===== config.mk =====
export PLATFORM = sky130hd
export DESIGN_NAME = dma_casc_arb
export DESIGN_NICKNAME = d
export VERILOG_FILES = /design/src/rtl/dma_casc_pkg.sv /design/src/rtl/dma_casc_prio.sv /design/src/rtl/dma_casc_ackdec.sv /design/src/rtl/dma_casc_arb.sv
export SDC_FILE = /design/constraint.sdc
export NUM_CORES = 1
export LEC_CHECK = 0
export ABC_AREA = 1
export BUFFER_PORTS_ARGS = -buffer_cell sky130_fd_sc_hd__buf_2
export CORE_ASPECT_RATIO = 1.1
export CORE_MARGIN = 1.5
export CORE_UTILIZATION = 42
export CTS_CLUSTER_DIAMETER = 40
export DETAILED_ROUTE_END_ITERATION = 8
export HOLD_SLACK_MARGIN = 0.06
export PLACE_DENSITY = 0.73
export SLEW_MARGIN = 20
export SYNTH_ARGS = -nofsm -noshare
export SYNTH_HDL_FRONTEND = slang
export SYNTH_HIERARCHICAL = 1
export SYNTH_SLANG_ARGS = --single-unit

===== constraint.sdc =====
create_clock -name clk -period 1.75 [get_ports clk]
set_input_delay 0.35 -clock clk [delete_from_list [all_inputs] [get_ports clk]]
set_output_delay 0.35 -clock clk [all_outputs]
set_load 0.005 [all_outputs]

===== src/rtl/dma_casc_pkg.sv =====
package dma_casc_pkg;
   typedef enum logic {
      GR_IDLE = 1'b0,
      GR_BUSY = 1'b1
   } gr_state_e;

   function automatic int idx_width(input int n);
      return (n > 1) ? $clog2(n) : 1;
   endfunction
endpackage


===== src/rtl/dma_casc_prio.sv =====
module dma_casc_prio #(
   parameter int N  = 4,
   parameter int IW = 2
) (
   input  logic [N-1:0]  vec,
   output logic          hit,
   output logic [IW-1:0] idx
);
   generate
      if (N == 1) begin : g_single
         assign hit = vec[0];
         assign idx = '0;
      end else begin : g_scan
         always_comb begin
            hit = |vec;
            idx = '0;
            for (int i = N - 1; i >= 0; i--) begin
               if (vec[i]) idx = IW'(i);
            end
         end
      end
   endgenerate
endmodule


===== src/rtl/dma_casc_ackdec.sv =====
module dma_casc_ackdec #(
   parameter int N  = 4,
   parameter int IW = 2
) (
   input  logic          en,
   input  logic [IW-1:0] idx,
   output logic [N-1:0]  onehot
);
   generate
      for (genvar g = 0; g < N; g++) begin : g_bit
         assign onehot[g] = en && (idx == IW'(g));
      end
   endgenerate
endmodule


===== src/rtl/dma_casc_arb.sv =====
module dma_casc_arb
   import dma_casc_pkg::*;
#(
   parameter int NCH     = 4,
   parameter int CASC_CH = 0,
   localparam int CW     = idx_width(NCH)
) (
   input  logic           clk,
   input  logic           rst_n,
   input  logic [NCH-1:0] up_req,
   input  logic [NCH-1:0] up_mask,
   input  logic [NCH-1:0] root_req,
   input  logic [NCH-1:0] root_mask,
   input  logic           hold_ack,
   input  logic           tc,
   output logic           hold_req,
   output logic           cascade_req,
   output logic [NCH-1:0] up_ack,
   output logic [NCH-1:0] root_ack,
   output logic           grant_valid,
   output logic           grant_up,
   output logic [CW-1:0]  grant_ch
);
   generate
      if (NCH < 2 || NCH > 16) begin : g_bad_nch
         $error("dma_casc_arb: NCH out of range");
      end
      if (CASC_CH < 0 || CASC_CH >= NCH) begin : g_bad_casc
         $error("dma_casc_arb: CASC_CH out of range");
      end
   endgenerate

   localparam logic [CW-1:0] CASC_IDX = CW'(CASC_CH);

   logic [NCH-1:0] up_elig, root_in, root_elig;
   logic           casc_now;
   logic           up_hit, root_hit;
   logic [CW-1:0]  up_idx, root_idx;
   logic           pick_valid, pick_up;
   logic [CW-1:0]  pick_ch;
   logic           take, finish, abort;

   gr_state_e      st_q;
   logic           gup_q;
   logic [CW-1:0]  gch_q;
   logic           hold_q, casc_q;

   assign up_elig  = up_req & ~up_mask;
   assign casc_now = |up_elig;

   always_comb begin
      root_in          = root_req;
      root_in[CASC_CH] = casc_now;
   end
   assign root_elig = root_in & ~root_mask;

   dma_casc_prio #(.N(NCH), .IW(CW)) u_up_prio (
      .vec (up_elig),
      .hit (up_hit),
      .idx (up_idx)
   );

   dma_casc_prio #(.N(NCH), .IW(CW)) u_root_prio (
      .vec (root_elig),
      .hit (root_hit),
      .idx (root_idx)
   );

   assign pick_up    = (root_idx == CASC_IDX);
   assign pick_valid = root_hit && (!pick_up || up_hit);
   assign pick_ch    = pick_up ? up_idx : root_idx;

   assign take   = (st_q == GR_IDLE) && hold_ack && hold_q && pick_valid;
   assign finish = (st_q == GR_BUSY) && tc;
   assign abort  = (st_q == GR_BUSY) && !hold_ack && !tc;

   always_ff @(posedge clk) begin
      if (!rst_n) begin
         st_q   <= GR_IDLE;
         gup_q  <= 1'b0;
         gch_q  <= '0;
         hold_q <= 1'b0;
         casc_q <= 1'b0;
      end else begin
         if (take) begin
            st_q  <= GR_BUSY;
            gup_q <= pick_up;
            gch_q <= pick_ch;
         end else if (finish || abort) begin
            st_q <= GR_IDLE;
         end

         if (finish)
            hold_q <= 1'b0;
         else if (take || ((st_q == GR_BUSY) && !abort))
            hold_q <= 1'b1;
         else
            hold_q <= |root_elig;

         if (finish && gup_q)
            casc_q <= 1'b0;
         else
            casc_q <= casc_now;
      end
   end

   logic           busy;
   logic [CW-1:0]  root_sel;

   assign busy     = (st_q == GR_BUSY);
   assign root_sel = gup_q ? CASC_IDX : gch_q;

   dma_casc_ackdec #(.N(NCH), .IW(CW)) u_root_dec (
      .en     (busy),
      .idx    (root_sel),
      .onehot (root_ack)
   );

   dma_casc_ackdec #(.N(NCH), .IW(CW)) u_up_dec (
      .en     (busy && gup_q),
      .idx    (gch_q),
      .onehot (up_ack)
   );

   assign hold_req    = hold_q;
   assign cascade_req = casc_q;
   assign grant_valid = busy;
   assign grant_up    = gup_q;
   assign grant_ch    = gch_q;
endmodule


==> flow_summary.ini <==
[cells_and_area]
fill_cells = 137
drive_gt1_frac = 0.397
syn_to_final_growth_pct = 34.9
layout_commonest_cell = buf_2
nets = 163
diodes = 0
final_cell_mix = buf_2 (32), inv_1 (27), nand2_1 (23)
final_cell_area_um2 = 812

[power_and_ir_drop]
swShare = 0.322
comb_power_share = 0.345
clock_power_share = 0.285
intPower_uw = 290
p_sw_uw = 138
powerDensity_mw_per_mm2 = 527
vdd_drop_max_mv = 0.240
p_leak_nw = 0.519
seqPwrFrac = 0.370

[synth]
synth.distinct_cells = 19
synth_nets = 125
yosysWarnings = 6
yosysSeqAreaShare = 0.200
ys_ff_latch = 6
synth.avg_cell_area_um2 = 5.73
syn_area_um2 = 602
syn_inst = 105

[clock_network]
ctsHoldBuffers = 0
cts_made_buffers = 3
clockBufferDepth = 2
insertion_delay_ns = 0.24
cts_root_buffer = clkbuf_4
post_cts_buffers = 0
cts_max_level = 1
tritoncts = yes
cts_resized = 0
cts.sinks = 6
clkTransAtPathRegs_ns = 0.04

[route]
vias = 691
antenna_left = 0
wl_um = 1140
wl_per_cell_um = 7.24
drc = 0
drt_iter0_drc = 4
drt-pass1-iter-count = 4
via_per_inst = 4.40

[sta]
final.setup.worst_slack_ns = 0.266
worst_pin_slew_ns = 0.226
timing.hold.ws_ns = 0.393
period_needed_ns = 1.48
skew_ns = 0.000620
slew_headroom = 0.849
rsz0062_at_grt = false
period_share = 0.848
fmax_mhz = 674
tns_ns = 0
drv_slew = 0
setup_viol = 0
final-hold-violation-count = 0

[setup_path]
crit_slowest_cell = dfxtp_1
critPathKind = register to output pin
cp-end-kind = output pin
path_max_fanout = 6
critPathArrivalTime_ns = 1.13
worst-path-buf-inv = 3
critPathLaunchType = register
critPathRequiredTime_ns = 1.40
crit_chain = inv_1, nor2_1, inv_1, nor2_1, buf_2
critPathTopFamily = flip-flops
cpPeakStageDelay_ns = 0.40

[global_route]
grt_pass1_wl_um = 1950
grt_overflow = 0
grt_pass1_vias = 545
grt.total_usage = 0.175
antenna_found_initial = 0
grt_util_met1 = 0.176
grt_busiest_layer = met2
grtUsageMet2 = 0.283
use_met3 = 0.0314
grt_max_degree = 8

[placed_design]
dp_hpwl_um = 1010
place_ws_ns = 0.0904
dpl-instance-area_um2 = 790
portBuffers = 32
place_congestion = 0.821

[floorplan]
core_area_mm2 = 0.00135
die_h_um = 42.7
die_w_um = 39.1
row_count = 14
ios = 34
die_area_mm2 = 0.00167
initial_core_util = 0.446

[min_path]
hp-class = input pin to register

[run]
drv_cap = 0

[status]
status = completed
[layer usage]
layer  wire length, um  share of wire
met1               478           0.42
met2               560           0.49
met3                49          0.043
met4                48          0.042
met5                 0              0
[cell usage after synthesis]
cell	instances	area (um^2)
dfxtp_1	6	120
a21oi_1	2	10.0
nand2_1	23	86.3
o21ai_1	2	10.0
o21ai_0	1	5.00
o21a_1	1	7.51
nor2_8	1	20.0
nor2_2	2	12.5
nand2_4	3	33.8
inv_2	5	18.8
nand4_1	2	12.5
nor2_1	17	63.8
nor2_4	1	11.3
a21oi_2	6	52.6
nand2_2	2	12.5
nand3_1	2	10.0
or2_1	1	6.26
a21o_1	1	7.51
inv_1	27	101
[metrics by stage]
stage          instances   util  power, mW
2_1_floorplan        105      -      0.262
3_3_place_gp         154  0.585      0.307
3_5_place_dp         154  0.585      0.311
4_1_cts              157  0.602      0.438
5_1_grt              157  0.602      0.463
6_report             157  0.602      0.428
[final timing paths]
path / from / end / slack [ns] / cells past startpoint
max reg2reg: grant_valid / hold_req / 0.77 / 7
max: grant_ch[0] / root_ack[1] / 0.27 / 5
min: rst_n / grant_ch[0] / 0.39 / 3
min reg2reg: grant_up / grant_up / 0.52 / 2
[final cells by class]
| cell class | count | area, um^2 | area share |
|---|---|---|---|
| multi-input cells | 67 | 362 | 0.445 |
| repair buffers | 33 | 168 | 0.206 |
| flip-flops and latches | 6 | 120 | 0.148 |
| inverters | 32 | 120 | 0.148 |
| clock buffers | 3 | 22.5 | 0.0277 |
| well taps | 16 | 20.0 | 0.0247 |
[cell families (layout without fill, tap and decap cells)]
group	count (synthesis)	count (layout)	synth area share
AND/OR/NAND/NOR	54	54	0.447
flip-flops	6	6	0.200
buffers and inverters	32	68	0.200
AO/OA/AOI/OAI	13	13	0.154
[sequential cells by signal (all words and copies together), names as in the netlist]
register / cells
grant_valid: 1
cascade_req: 1
grant_up: 1
hold_req: 1
grant_ch: 2
[tightest hold or removal path: stages]
cell and delay, ns:
buf_2 0.12, o21ai_1 0.07, nor2_1 0.04
[power groups by stage]
stage          logic, mW  clock network [mW]  registers, mW
2_1_floorplan      0.100                   0          0.161
3_3_place_gp       0.146                   0          0.161
3_5_place_dp       0.150                   0          0.161
4_1_cts            0.150               0.129          0.159
5_1_grt            0.169               0.134          0.160
6_report           0.148               0.122          0.158
Power figures use the tool's default switching activity.
